==> src/rtl/dsc_pkg.sv <==
package dsc_pkg;

    typedef enum logic [1:0] {
        PH_IDLE,
        PH_ZERO,
        PH_RUNUP,
        PH_RUNDOWN
    } phase_t;

    typedef struct packed {
        logic zero;
        logic inp;
        logic ref_pos;
        logic ref_neg;
    } switch_t;

    function automatic int cnt_width(int zero_len, int runup_len);
        int biggest;
        biggest = (zero_len > runup_len) ? zero_len : runup_len;
        return (biggest < 1) ? 1 : $clog2(biggest + 1);
    endfunction

    // Run-down discharges against the sign captured at the end of run-up.
    function automatic switch_t switches_for(phase_t ph, logic above_zero);
        switch_t s;
        s = '0;
        unique case (ph)
            PH_RUNUP:   s.inp = 1'b1;
            PH_RUNDOWN: begin
                s.ref_neg = above_zero;
                s.ref_pos = ~above_zero;
            end
            default:    s.zero = 1'b1;
        endcase
        return s;
    endfunction

endpackage

==> src/rtl/dsc_timer.sv <==
module dsc_timer #(
    parameter int W = 6
) (
    input  logic         clk,
    input  logic         rst,
    input  logic         clear,
    input  logic         en,
    output logic [W-1:0] count
);
    always_ff @(posedge clk) begin
        if (rst || clear) begin
            count <= '0;
        end else if (en) begin
            count <= count + 1'b1;
        end
    end
endmodule

==> src/rtl/dsc_switch_drive.sv <==
module dsc_switch_drive
    import dsc_pkg::*;
(
    input  phase_t  phase,
    input  logic    above_zero,
    output switch_t sw
);
    always_comb begin
        sw = switches_for(phase, above_zero);
    end
endmodule

==> src/rtl/dsc_fsm.sv <==
module dsc_fsm
    import dsc_pkg::*;
#(
    parameter int ZERO_CYCLES  = 4,
    parameter int RUNUP_CYCLES = 32,
    parameter int W            = 6
) (
    input  logic         clk,
    input  logic         rst,
    input  logic         start,
    input  logic         cmp_pos,
    input  logic [W-1:0] count,
    output phase_t       phase,
    output logic         above_zero,
    output logic         cnt_clear,
    output logic         cnt_en,
    output logic         done,
    output logic [W-1:0] result,
    output logic         result_neg,
    output logic         overrange
);
    localparam logic [W-1:0] ZERO_LAST  = W'(ZERO_CYCLES - 1);
    localparam logic [W-1:0] RUNUP_LAST = W'(RUNUP_CYCLES - 1);
    localparam logic [W-1:0] RD_LIMIT   = W'(RUNUP_CYCLES);

    logic zero_end, runup_end, at_limit, crossed, finish;

    always_comb begin
        zero_end  = (phase == PH_ZERO)    && (count == ZERO_LAST);
        runup_end = (phase == PH_RUNUP)   && (count == RUNUP_LAST);
        crossed   = (cmp_pos != above_zero);
        at_limit  = (count == RD_LIMIT);
        finish    = (phase == PH_RUNDOWN) && (crossed || at_limit);
        cnt_clear = ((phase == PH_IDLE) && start) || zero_end || runup_end || finish;
        cnt_en    = (phase != PH_IDLE);
    end

    always_ff @(posedge clk) begin
        if (rst) begin
            phase      <= PH_IDLE;
            above_zero <= 1'b0;
            done       <= 1'b0;
            result     <= '0;
            result_neg <= 1'b0;
            overrange  <= 1'b0;
        end else begin
            done <= 1'b0;
            unique case (phase)
                PH_IDLE:    if (start) phase <= PH_ZERO;
                PH_ZERO:    if (zero_end) phase <= PH_RUNUP;
                PH_RUNUP: begin
                    if (runup_end) begin
                        phase      <= PH_RUNDOWN;
                        above_zero <= cmp_pos;
                    end
                end
                PH_RUNDOWN: begin
                    if (finish) begin
                        phase      <= PH_IDLE;
                        done       <= 1'b1;
                        result_neg <= ~above_zero;
                        // a crossing on the limit edge is still a valid reading
                        overrange  <= ~crossed;
                        result     <= crossed ? count : RD_LIMIT;
                    end
                end
                default:    phase <= PH_IDLE;
            endcase
        end
    end
endmodule

==> src/rtl/dual_slope_ctrl.sv <==
module dual_slope_ctrl
    import dsc_pkg::*;
#(
    parameter int MAINS_CLKS    = 16,
    parameter int MAINS_PERIODS = 2,
    parameter int ZERO_CYCLES   = 4,
    localparam int RUNUP        = MAINS_CLKS * MAINS_PERIODS,
    localparam int CNT_W        = cnt_width(ZERO_CYCLES, RUNUP)
) (
    input  logic             clk,
    input  logic             rst,
    input  logic             start,
    input  logic             cmp_pos,
    output logic             sw_zero,
    output logic             sw_input,
    output logic             sw_ref_pos,
    output logic             sw_ref_neg,
    output logic             busy,
    output logic             done,
    output logic [CNT_W-1:0] result,
    output logic             result_neg,
    output logic             overrange
);
    phase_t           phase;
    logic             above_zero, cnt_clear, cnt_en;
    logic [CNT_W-1:0] count;
    switch_t          sw;

    dsc_timer #(.W(CNT_W)) u_timer (
        .clk   (clk),
        .rst   (rst),
        .clear (cnt_clear),
        .en    (cnt_en),
        .count (count)
    );

    dsc_fsm #(
        .ZERO_CYCLES  (ZERO_CYCLES),
        .RUNUP_CYCLES (RUNUP),
        .W            (CNT_W)
    ) u_fsm (
        .clk        (clk),
        .rst        (rst),
        .start      (start),
        .cmp_pos    (cmp_pos),
        .count      (count),
        .phase      (phase),
        .above_zero (above_zero),
        .cnt_clear  (cnt_clear),
        .cnt_en     (cnt_en),
        .done       (done),
        .result     (result),
        .result_neg (result_neg),
        .overrange  (overrange)
    );

    dsc_switch_drive u_sw (
        .phase      (phase),
        .above_zero (above_zero),
        .sw         (sw)
    );

    assign sw_zero    = sw.zero;
    assign sw_input   = sw.inp;
    assign sw_ref_pos = sw.ref_pos;
    assign sw_ref_neg = sw.ref_neg;
    assign busy       = (phase != PH_IDLE);
endmodule

==> config.mk <==
export PLATFORM = sky130hd
export DESIGN_NAME = dual_slope_ctrl
export DESIGN_NICKNAME = d
export VERILOG_FILES = /design/src/rtl/dsc_pkg.sv /design/src/rtl/dsc_timer.sv /design/src/rtl/dsc_switch_drive.sv /design/src/rtl/dsc_fsm.sv /design/src/rtl/dual_slope_ctrl.sv
export SDC_FILE = /design/constraint.sdc
export NUM_CORES = 1
export LEC_CHECK = 0
export ABC_CLOCK_PERIOD_IN_PS = 3100
export BUFFER_PORTS_ARGS = -buffer_cell sky130_fd_sc_hd__buf_2
export CORE_AREA = 4 4 49 51
export DETAILED_ROUTE_END_ITERATION = 10
export DIE_AREA = 0 0 53 55
export GPL_TIMING_DRIVEN = 0
export PLACE_DENSITY = 0.67
export SYNTH_ARGS = -nofsm -noshare
export SYNTH_HDL_FRONTEND = slang
export SYNTH_SLANG_ARGS = --single-unit
==> constraint.sdc <==
create_clock -name clk -period 3.1 [get_ports clk]
set_input_delay 0.93 -clock clk [delete_from_list [all_inputs] [get_ports clk]]
set_output_delay 0.93 -clock clk [all_outputs]
set_load 0.01 [all_outputs]
==> results.md <==
* 0 — Final Setup Violations
* output port — CP endpoint kind
* finished clean — status
* clkbuf_4 — clock root buffer
* 38.35% — sequential share of the synthesized area
* dfxtp_1 — cell taking the most area after synthesis
* 135 — final layout net count
* 30 — library cells used by synthesis
* 22.76% — share of final-layout standard cells stronger than drive strength 1
* 0 — reported max-cap violation count
* 102 — number of instances in the synthesized netlist
* 0.7720 — GPL Wtd Cong
* 0 — ANT cells
* 113 — Syn Nets
* 4.920 — post-DR vias/cell
* no — RSZ-0062 raised after global routing
* 3.422 mm — wire length of the first global-routing pass
* 0% — share of synthesized registers carrying an async set or reset
* 768 — vias in the first global route
* 0.7184 ns — post-route setup slack
* 0.10 ns — clock transition at the registers of the reported paths
* 3 — CTS Buf Count
* 150 — post-layout instance count excluding filler cells
* dfxtp_1 — flip-flop cell with the highest count after synthesis
* 1942 µm² — total core area
* 0.4712 nW — leakage
* 56.38% — Util after Layout
* 0 — antenna violations before repair
* 206 — Filler Cells Inserted
* reg -> out — Setup Crit Path Kind
* 16.41% — global router's overall resource usage
* 11 — number of design-rule violations left by the first detailed-router iteration
* 1 — Max H-tree Level
* 419.9 MHz — maximum frequency from static timing analysis
* 0 — count of yosys warnings during synthesis
* 16.51% — synth-to-layout area growth
* 1.034 ns — Setup WS pre-CTS
* 4 — router iterations before antenna repair
* 360.3 µm² — Reg area
* 1.835 mm — routed wire length
* 1.45 ns — arrival time at the worst endpoint
* flop — kind of start point of the critical path
* 9.212 µm² — average size of a mapped cell
* 0 — EDFF count, synth
* dfxtp_1, ha_1, nor2_1 — biggest area contributors in the synthesized netlist
* 531.8 µm² — combined area of the multi-input logic cells
* 16 — Placement Rows
* 0 — remaining routing DRC violations
* 0 ns — setup total negative slack
* 53 µm — die width
* 10 — biggest fanout along the worst timing path
* 1.46 ns — worst setup slack for register-to-register paths
* 0 — global-route congestion overflow total
* 48.39% — starting utilization of the core area
* 2 — maximum count of clock buffers along a single path
* 55 µm — die span in y
* 72.29% — Slew headroom
* 0.4157 ns — actual slew at the worst max-slew pin
* 18 — Synth Register Bits
* 610.4 nW/µm² — PwrDens
* 18 — Boundary Pins
* 2.17 ns — data required time of the critical path
* 1.421 mm — Detailed Place HPWL
* 11 — largest net degree at the start of global routing
* 0 — Max Transition Viols Final
* 939.7 µm² — post-synth design cell area
* 12.23 µm — wire per inst
* yes — CTS tree
* 76.82% — Final Cycle Share
* 2915 µm² — floorplan die area
* 0 — buffer count from post-CTS setup fixing
* 18 — count of clock tree sinks
* 146 — total instance count after detailed placement
* 2.382 ns — minimum clock period
* 0.30 ns — clock latency on the worst-skew pair
* 0.0003511 V — Max rail drop VDD
* reg -> reg — class of the most critical hold timing path
* 38.35% — area share of the largest cell type after synthesis
* 0 — Final Hold Violating Endpoints
* 0 — number of antenna-violating nets in the routed design
* 0.002088 ns — Setup Skew
* 0 — CTS Hold Buffers Added
* 0.6683 mW — total chip power
* 0 — post-cts gate resize count
* 17 — count of buffers inserted at the top-level ports
* 738 — overall via count from detail_route
[worst max-delay path: stages (launching register included)]
cell,delay [ns]
dfxtp_1,0.40
ha_1,0.31
inv_1,0.20
nor2_1,0.12
buf_2,0.13
[cells in the mapped netlist (2+ instances only)]
cell and instances:
inv_1 9, nor2_1 11, ha_1 7, xor2_1 3
nand3_1 3, xnor2_1 2, mux2i_1 4, o21ai_0 6
nand2b_1 4, nor2b_1 2, dfxtp_1 18, nand2_1 7
buf_2 2, a21oi_1 7, a211oi_1 2
[metrics by stage]
step                      hold slack [ns]  cell area (µm²)
after global placement             0.4437             1059
after floorplan                    0.4752            939.7
after detailed placement           0.4533             1059
after global routing               0.4880             1095
final                              0.4637             1095
after CTS                          0.4695             1095
[state kept, by name, indices dropped and copies added, names as in the netlist]
register and count:
u_fsm.result 6, u_timer.count 6, u_fsm.phase 2, u_fsm.above_zero 1, u_fsm.done 1, u_fsm.overrange 1, u_fsm.result_neg 1
[worst paths after layout]
check,from,endpoint,depth (start not counted)
hold reg to reg,u_fsm.overrange,u_fsm.overrange,2
hold / removal,u_fsm.overrange,u_fsm.overrange,2
setup reg to reg,u_timer.count[0],u_fsm.phase[0],5
setup / recovery,u_fsm.phase[0],sw_ref_pos,4
[cells in the final DEF (no fill, tap or decap), types with 3 or more instances in the layout]
| master | n |
|---|---|
| buf_2 | 19 |
| dfxtp_1 | 18 |
| nor2_1 | 11 |
| inv_1 | 9 |
| a21oi_1 | 7 |
| nand2_1 | 7 |
| ha_1 | 7 |
| o21ai_0 | 6 |
| mux2i_1 | 4 |
| nand2b_1 | 4 |
| nand3_1 | 3 |
| xor2_1 | 3 |
| clkbuf_4 | 3 |
[kinds of logic after synthesis]
family	count (synthesis)	share of synthesized area, %
AND/OR/NAND/NOR	34	18.91
AO/OA/AOI/OAI	21	17.71
flip-flops	18	38.35
buffers and inverters	12	5.059
adder cells (fa/ha/maj)	7	9.320
XOR/XNOR	6	6.393
multiplexers	4	4.261
[routing by layer]
metal  wire length (µm)  up-vias  GRT usage (%)
li1                   -      383              -
met1                863      334          20.33
met2                846       16          27.48
met3                 78        5          2.413
met4                 47        0          8.936
met5                  0        -              0
[final cells by class]
cell class,instances,area share [%]
Sequential cell,18,32.91
Timing Repair Buffer,17,7.771
Tap cell,27,3.086
Clock buffer,4,3.314
Buffer,3,1.257
Inverter,9,3.086
Multi-Input combinational cell,72,48.57
[power by group]
group,internal (mW),leakage [nW],switching [mW]
Sequential,0.254,0.146,0.0243
Clock,0.0717,0.0210,0.0732
Combinational,0.108,0.305,0.138
Total,0.433,0.471,0.235
No activity file was read; power rests on OpenSTA's default activity.
